--- src/rtl/guarded_wdt_pkg.sv ---
package guarded_wdt_pkg;

    // Byte offsets of the register window
    localparam int OFS_LOAD_LO = 'h00;
    localparam int OFS_LOAD_HI = 'h04;
    localparam int OFS_CTRL    = 'h08;
    localparam int OFS_CNT_LO  = 'h0C;
    localparam int OFS_CNT_HI  = 'h10;
    localparam int OFS_KEY     = 'h20;

    // Control register bit positions
    localparam int CB_RUN   = 1;
    localparam int CB_NEW   = 2;
    localparam int CB_RSTEN = 3;
    localparam int CB_FLAG  = 4;

    typedef enum logic [1:0] {
        ST_IDLE  = 2'd0,
        ST_ARM   = 2'd1,
        ST_COUNT = 2'd2,
        ST_FIRED = 2'd3
    } wdt_state_e;

endpackage

--- src/rtl/gwdt_regs.sv ---
module gwdt_regs
    import guarded_wdt_pkg::*;
#(
    parameter int                HALF_W     = 16,
    parameter int                ADDR_W     = 6,
    parameter logic [HALF_W-1:0] UNLOCK_KEY = 16'hE551
) (
    input  logic                  clk,
    input  logic                  rst_n,
    input  logic                  bus_sel,
    input  logic                  bus_we,
    input  logic [ADDR_W-1:0]     bus_addr,
    input  logic [HALF_W-1:0]     bus_wdata,
    output logic [HALF_W-1:0]     bus_rdata,
    input  logic [2*HALF_W-1:0]   cnt_val,
    input  logic                  load_done,
    input  logic                  expire_ev,
    output logic                  run,
    output logic                  newload,
    output logic                  rst_en,
    output logic [2*HALF_W-1:0]   load_val
);

    localparam int CNT_W = 2 * HALF_W;

    logic              locked_q;
    logic              flag_q;
    logic [HALF_W-1:0] lo_q;
    logic [HALF_W-1:0] hi_q;
    logic              wr;
    logic              wr_lo;
    logic              wr_hi;
    logic              wr_ctrl;
    logic              wr_key;

    assign wr      = bus_sel & bus_we;
    assign wr_key  = wr & (bus_addr == ADDR_W'(OFS_KEY));
    assign wr_lo   = wr & ~locked_q & (bus_addr == ADDR_W'(OFS_LOAD_LO));
    assign wr_hi   = wr & ~locked_q & (bus_addr == ADDR_W'(OFS_LOAD_HI));
    assign wr_ctrl = wr & ~locked_q & (bus_addr == ADDR_W'(OFS_CTRL));

    assign load_val = {hi_q, lo_q};

    // Key gate: closed out of reset, opened only by the exact key
    always_ff @(posedge clk or negedge rst_n) begin
        if (!rst_n) begin
            locked_q <= 1'b1;
        end else if (wr_key) begin
            locked_q <= (bus_wdata != UNLOCK_KEY);
        end
    end

    always_ff @(posedge clk or negedge rst_n) begin
        if (!rst_n) begin
            lo_q <= '0;
            hi_q <= '0;
        end else begin
            if (wr_lo) lo_q <= bus_wdata;
            if (wr_hi) hi_q <= bus_wdata;
        end
    end

    always_ff @(posedge clk or negedge rst_n) begin
        if (!rst_n) begin
            run     <= 1'b0;
            rst_en  <= 1'b0;
            newload <= 1'b0;
        end else if (wr_ctrl) begin
            run     <= bus_wdata[CB_RUN];
            rst_en  <= bus_wdata[CB_RSTEN];
            newload <= bus_wdata[CB_NEW];
        end else if (load_done) begin
            newload <= 1'b0;
        end
    end

    // Sticky expiry flag: set wins over a same-cycle clear
    always_ff @(posedge clk or negedge rst_n) begin
        if (!rst_n) begin
            flag_q <= 1'b0;
        end else if (expire_ev && !rst_en) begin
            flag_q <= 1'b1;
        end else if (wr_ctrl && bus_wdata[CB_FLAG]) begin
            flag_q <= 1'b0;
        end
    end

    always_comb begin
        bus_rdata = '0;
        if (bus_sel && !bus_we) begin
            case (bus_addr)
                ADDR_W'(OFS_LOAD_LO): bus_rdata = lo_q;
                ADDR_W'(OFS_LOAD_HI): bus_rdata = hi_q;
                ADDR_W'(OFS_CNT_LO):  bus_rdata = cnt_val[HALF_W-1:0];
                ADDR_W'(OFS_CNT_HI):  bus_rdata = cnt_val[CNT_W-1:HALF_W];
                ADDR_W'(OFS_KEY):     bus_rdata = HALF_W'(locked_q);
                ADDR_W'(OFS_CTRL): begin
                    bus_rdata[CB_RUN]   = run;
                    bus_rdata[CB_NEW]   = newload;
                    bus_rdata[CB_RSTEN] = rst_en;
                    bus_rdata[CB_FLAG]  = flag_q;
                end
                default: bus_rdata = '0;
            endcase
        end
    end

    // a locked write leaves load halves and control settings untouched
    p_locked_ignore_r3: assert property (@(posedge clk) disable iff (!rst_n)
        (locked_q && wr) |=> ($stable(lo_q) && $stable(hi_q) && $stable(run) && $stable(rst_en)));

    // the exact key opens the gate on the next cycle
    p_key_opens_r2: assert property (@(posedge clk) disable iff (!rst_n)
        (wr && bus_addr == ADDR_W'(OFS_KEY) && bus_wdata == UNLOCK_KEY) |=> !locked_q);

    // the expiry flag only rises on a non-resetting expiry
    p_flag_source_r8: assert property (@(posedge clk) disable iff (!rst_n)
        $rose(flag_q) |-> $past(expire_ev && !rst_en));

endmodule

--- src/rtl/gwdt_counter.sv ---
module gwdt_counter
    import guarded_wdt_pkg::*;
#(
    parameter int CNT_W = 32
) (
    input  logic             clk,
    input  logic             rst_n,
    input  logic             tick,
    input  logic             run,
    input  logic             newload,
    input  logic             rst_en,
    input  logic [CNT_W-1:0] load_val,
    output logic [CNT_W-1:0] cnt_val,
    output logic             load_done,
    output logic             expire_ev,
    output logic             rst_req
);

    wdt_state_e       st_q;
    wdt_state_e       st_d;
    logic [CNT_W-1:0] cnt_q;
    logic             at_end;
    logic             step;

    assign at_end  = (cnt_q <= CNT_W'(1));
    assign step    = run && !newload && tick;
    assign cnt_val = cnt_q;

    always_ff @(posedge clk or negedge rst_n) begin
        if (!rst_n) st_q <= ST_IDLE;
        else        st_q <= st_d;
    end

    always_comb begin
        st_d = st_q;
        unique case (st_q)
            ST_IDLE: begin
                if (run && newload) st_d = ST_ARM;
                else if (run)       st_d = ST_COUNT;
            end
            ST_ARM: begin
                st_d = run ? ST_COUNT : ST_IDLE;
            end
            ST_COUNT: begin
                if (!run)                        st_d = ST_IDLE;
                else if (newload)                st_d = ST_ARM;
                else if (tick && at_end && rst_en) st_d = ST_FIRED;
            end
            ST_FIRED: st_d = ST_FIRED;
        endcase
    end

    always_ff @(posedge clk or negedge rst_n) begin
        if (!rst_n) begin
            cnt_q <= '0;
        end else begin
            unique case (st_q)
                ST_ARM:   cnt_q <= load_val;
                ST_COUNT: begin
                    if (step) begin
                        if (!at_end)     cnt_q <= cnt_q - CNT_W'(1);
                        else if (rst_en) cnt_q <= '0;
                        else             cnt_q <= load_val;
                    end
                end
                ST_FIRED: cnt_q <= '0;
                default:  cnt_q <= cnt_q;
            endcase
        end
    end

    always_comb begin
        load_done = (st_q == ST_ARM);
        expire_ev = (st_q == ST_COUNT) && step && at_end;
        rst_req   = (st_q == ST_FIRED);
    end

    // once raised, the reset request never drops before rst_n
    p_rst_hold_r7: assert property (@(posedge clk) disable iff (!rst_n)
        rst_req |=> rst_req);

    // leaving the arm state, the counter holds the load value
    p_arm_take_r5: assert property (@(posedge clk) disable iff (!rst_n)
        (st_q == ST_ARM) |=> (cnt_q == $past(load_val)));

    // an ordinary tick lowers the count by exactly one
    p_tick_step_r6: assert property (@(posedge clk) disable iff (!rst_n)
        (st_q == ST_COUNT && step && !at_end) |=> (cnt_q == $past(cnt_q) - CNT_W'(1)));

    // a stopped counter does not move
    p_idle_hold_r6: assert property (@(posedge clk) disable iff (!rst_n)
        (st_q == ST_IDLE) |=> $stable(cnt_q));

endmodule

--- src/rtl/guarded_wdt.sv ---
module guarded_wdt
    import guarded_wdt_pkg::*;
#(
    parameter int                HALF_W     = 16,
    parameter int                ADDR_W     = 6,
    parameter logic [HALF_W-1:0] UNLOCK_KEY = 16'hE551
) (
    input  logic              clk,
    input  logic              rst_n,
    input  logic              tick,
    input  logic              bus_sel,
    input  logic              bus_we,
    input  logic [ADDR_W-1:0] bus_addr,
    input  logic [HALF_W-1:0] bus_wdata,
    output logic [HALF_W-1:0] bus_rdata,
    output logic              rst_req
);

    localparam int CNT_W = 2 * HALF_W;

    logic             run;
    logic             newload;
    logic             rst_en;
    logic             load_done;
    logic             expire_ev;
    logic [CNT_W-1:0] load_val;
    logic [CNT_W-1:0] cnt_val;

    gwdt_regs #(
        .HALF_W     (HALF_W),
        .ADDR_W     (ADDR_W),
        .UNLOCK_KEY (UNLOCK_KEY)
    ) regs_i (
        .clk       (clk),
        .rst_n     (rst_n),
        .bus_sel   (bus_sel),
        .bus_we    (bus_we),
        .bus_addr  (bus_addr),
        .bus_wdata (bus_wdata),
        .bus_rdata (bus_rdata),
        .cnt_val   (cnt_val),
        .load_done (load_done),
        .expire_ev (expire_ev),
        .run       (run),
        .newload   (newload),
        .rst_en    (rst_en),
        .load_val  (load_val)
    );

    gwdt_counter #(
        .CNT_W (CNT_W)
    ) cnt_i (
        .clk       (clk),
        .rst_n     (rst_n),
        .tick      (tick),
        .run       (run),
        .newload   (newload),
        .rst_en    (rst_en),
        .load_val  (load_val),
        .cnt_val   (cnt_val),
        .load_done (load_done),
        .expire_ev (expire_ev),
        .rst_req   (rst_req)
    );

endmodule

--- config.mk ---
export PLATFORM = sky130hd
export DESIGN_NAME = guarded_wdt
export DESIGN_NICKNAME = d
export VERILOG_FILES = /design/src/rtl/guarded_wdt_pkg.sv /design/src/rtl/gwdt_regs.sv /design/src/rtl/gwdt_counter.sv /design/src/rtl/guarded_wdt.sv
export SDC_FILE = /design/constraint.sdc
export NUM_CORES = 1
export LEC_CHECK = 0
export ABC_AREA = 0
export BUFFER_PORTS_ARGS = -buffer_cell sky130_fd_sc_hd__buf_4
export CAP_MARGIN = 20
export CORE_UTILIZATION = 24
export CTS_CLUSTER_SIZE = 25
export DETAILED_ROUTE_END_ITERATION = 10
export HOLD_SLACK_MARGIN = 0.12
export PLACE_DENSITY_LB_ADDON = 0.05
export SLEW_MARGIN = 20
export SYNTH_ARGS = -nofsm -noshare
export SYNTH_HDL_FRONTEND = slang
export SYNTH_SLANG_ARGS = --single-unit
--- constraint.sdc ---
create_clock -name clk -period 3.2 [get_ports clk]
set_input_delay 0.64 -clock clk [delete_from_list [all_inputs] [get_ports clk]]
set_output_delay 0.64 -clock clk [all_outputs]
set_load 0.01 [all_outputs]
==> flow_metrics.env <==
export IMPL_synth_xor_area_share_pct=2.77
export IMPL_timing_fmax_ghz=0.360
export IMPL_cts_root_buf="clkbuf_16"
export IMPL_nets=606
export IMPL_max_cap_violations=0
export IMPL_reg2regPathDepth=5
export IMPL_dp_cells=831
export IMPL_required_ns=3.48
export IMPL_synthSimpleGateAreaFrac_pct=20.4
export IMPL_synthArstFlopShare_pct=100
export IMPL_clk_path_buf_depth=2
export IMPL_fillers=2098
export IMPL_p_leak_uw=0.00252
export IMPL_synth_cell_types=67
export IMPL_cts_hold_buffers=0
export IMPL_cts_made_buffers=9
export IMPL_min_period_over_period_pct=86.8
export IMPL_antenna_found_initial=0
export IMPL_fin_ws_ns=0.422
export IMPL_synthCells=518
export IMPL_wl_um=20100
export IMPL_wl_per_cell_um=23.7
export IMPL_first_pass_iters=5
export IMPL_clock_latency_ns=0.35
export IMPL_overflow=0
export IMPL_maxSlewViolCount=0
export IMPL_gp_congestion=0.842
export IMPL_post_cts_resized=0
export IMPL_rows=51
export IMPL_grt_pass1_wl_um=30600
export IMPL_instances_no_fill=847
export IMPL_post_route_min_period_ns=2.78
export IMPL_cts_htree_levels=3
export IMPL_drc_errors=0
export IMPL_yosysWarnings=0
export IMPL_grt_max_degree=49
export IMPL_finalHoldViolCount=0
export IMPL_synthAdderAreaFrac_pct=0.527
export IMPL_ys_ff_latch=71
export IMPL_synth_mux_area_share_pct=12.8
export IMPL_crit_path_max_fanout=8
export IMPL_n_antenna_cell=0
export IMPL_status="complete, no violations"
export IMPL_drive_above_1_share_pct=27.8
export IMPL_slew_headroom_pct=51.7
export IMPL_die_width_um=143
export IMPL_ff2ff_setup_slack_ns=0.42
export IMPL_finalSetupViolCount=0
export IMPL_rsz0062_at_grt="no"
export IMPL_r2r_end="cnt_i.cnt_val[25]"
export IMPL_io_buffers=43
export IMPL_initial_core_util_pct=24.5
export IMPL_synth_top_family_by_area="compound AO/OA/AOI/OAI gates"
export IMPL_finalInstanceArea_sq_um=5910
export IMPL_drtIter0Drc=480
export IMPL_clkTransAtPathRegs_ns=0.07
export IMPL_crit_path_end_kind="register"
export IMPL_synth_seq_area_share_pct=37.5
export IMPL_syn_avg_cell_area_sq_um=9.16
export IMPL_synth_edf_count=0
export IMPL_hpwl_um=14900
export IMPL_place_ws_ns=0.437
export IMPL_syn_to_final_growth_pct=24.5
export IMPL_arrival_ns=3.06
export IMPL_cts_tree="done"
export IMPL_setup_worst_path_start_class="register"
export IMPL_hp_class="in -> async"
export IMPL_vdd_drop_max_v=0.000320
export IMPL_dieArea_sq_um=20300
export IMPL_fp_coreArea_sq_um=19400
export IMPL_max_slew_worst_pin_slew_ns=0.724
export IMPL_drt_antenna_violating_nets=0
export IMPL_multi_input_area_sq_um=2800
export IMPL_syn_area_sq_um=4750
export IMPL_r2r_start="cnt_i.cnt_val[12]"
export IMPL_seq_area_sq_um=1780
export IMPL_vias_per_cell=5.46
export IMPL_io_pins=44
export IMPL_ys_flop_type="dfrtp_1"
export IMPL_grt_pass1_vias=4583
export IMPL_tns_ns=0
export IMPL_fp_dieH_um=143
export IMPL_track_usage_pct=20.8
export IMPL_syn_nets=547
export IMPL_dpl_instance_area_sq_um=5570
export IMPL_dr_total_vias=4627
export IMPL_clock_sinks=71
export IMPL_setup_worst_path_class="reg -> reg"
export IMPL_synth_compound_area_share_pct=22.1
export IMPL_skew_ns=0.00726
export IMPL_post_cts_setup_buffer_count=0
export IMPL_power_per_cell_area_nw_per_um2=707
==> metal layers <==
layer,vias up,global-route usage (%),share of wire (%)
li1,2108,-,-
met1,2287,29.8,47
met2,197,31.7,45
met3,35,2.88,5.8
met4,0,7.24,2.4
met5,-,0,0
==> cell usage after synthesis, drive strengths merged (2+ instances only) <==
cell     instances  area, sq um
xnor2           11         96.3
a211o            2         17.5
o31ai            2         20.0
nor3b            2         15.0
nor3            14         81.3
o32a             2         20.0
o21ai           27          150
a31o             5         43.8
o41ai            4         35.0
nand3           10         50.1
o211ai           4         30.0
a221oi           2         17.5
nor4            11         90.1
a31oi           14         87.6
xor2             4         35.0
buf              5         35.0
nand2b           7         43.8
or3              8         50.1
o22ai           14         87.6
a2111oi          2         17.5
dfrtp           70         1750
clkbuf          29          109
a221o            7         70.1
nand2           37          139
a21oi           25          125
nor2b           12         75.1
nand4b           3         26.3
and3             3         18.8
and2             5         31.3
ha               2         25.0
mux2i            8         80.1
or4              7         56.3
nand4            8         50.1
mux2            47          529
a222oi          11          110
a22oi           10         75.1
inv             11         41.3
nor2            50          188
a211oi           3         22.5
o31a             3         26.3
==> kinds of logic (layout without fill, tap and decap cells) <==
group	Yosys count	in the layout
XOR/XNOR	15	15
multiplexers	55	55
AND/OR/NAND/NOR	183	183
buffers and inverters	45	109
AO/OA/AOI/OAI	147	147
adder cells (fa/ha/maj)	2	2
flip-flops	71	71
==> through the flow <==
step | util (%) | total power [uW] | hold slack [ns]
finish | 30.5 | 4180 | 0.336
global route | 30.5 | 4400 | 0.386
CTS | 30.5 | 4180 | 0.375
detailed placement | 28.7 | 2960 | 0.476
global placement | 28.7 | 2970 | 0.473
floorplan | - | 2320 | 0.344
==> final cells by class <==
type                       count  share of cell area (%)
clock buffer                   9                    3.81
clock inverter                 7                    2.03
inverter                      11                   0.699
multi-input combinational    402                    47.4
sequential                    71                    30.1
tap                          265                    5.61
timing repair buffer          82                    10.4
==> worst max-delay path, cell delays in order (launching register included) <==
cell	delay, ns
dfrtp_1	0.42
or4_1	0.59
or3_1	0.59
or4_4	0.66
o21ai_4	0.27
a221o_1	0.18
==> report_power, final <==
part           leakage [uW]  internal [uW]  switching (uW)
combinational       0.00139            722            1100
clock              0.000166            765             443
sequential         0.000969            990             162
total               0.00252           2480            1700
==> state kept, by name, indices dropped and copies added, names as in the netlist <==
| name | cells |
|---|---|
| cnt_i.cnt_val | 32 |
| regs_i.hi_q | 16 |
| regs_i.lo_q | 16 |
| cnt_i.st_q | 2 |
| regs_i.flag_q | 1 |
| regs_i.locked_q | 1 |
| regs_i.newload | 1 |
| regs_i.rst_en | 1 |
| regs_i.run | 1 |
==> placed cells by master (no fill, tap or decap), drive strengths merged, types with 8 or more instances in the layout <==
cell    netlist  layout
a21oi        25      25
nor2b        12      12
nor4         11      11
clkbuf       29       9
o22ai        14      14
dfrtp        70      70
mux2i         8       8
inv          11      12
nand3        10      10
or3           8       8
nand2        37      37
nor3         14      14
a22oi        10      10
mux2         47      47
o21ai        27      27
nor2         50      50
nand4         8       8
xnor2        11      11
a222oi       11      11
buf           5      82
a31oi        14      14
==> worst max path at each step <==
stage                            startpoint                 to  slack, ns  cells after the start
after floorplan                 bus_addr[3]       bus_rdata[1]       0.36                      5
after detailed placement  cnt_i.cnt_val[12]  cnt_i.cnt_val[11]       0.44                      5
after global placement    cnt_i.cnt_val[16]  cnt_i.cnt_val[11]       0.47                      5
after global routing       cnt_i.cnt_val[0]  cnt_i.cnt_val[18]       0.23                      8
after CTS                 cnt_i.cnt_val[12]  cnt_i.cnt_val[15]       0.42                      5
final                     cnt_i.cnt_val[12]  cnt_i.cnt_val[25]       0.42                      5
(Power assumes the default switching activity.)
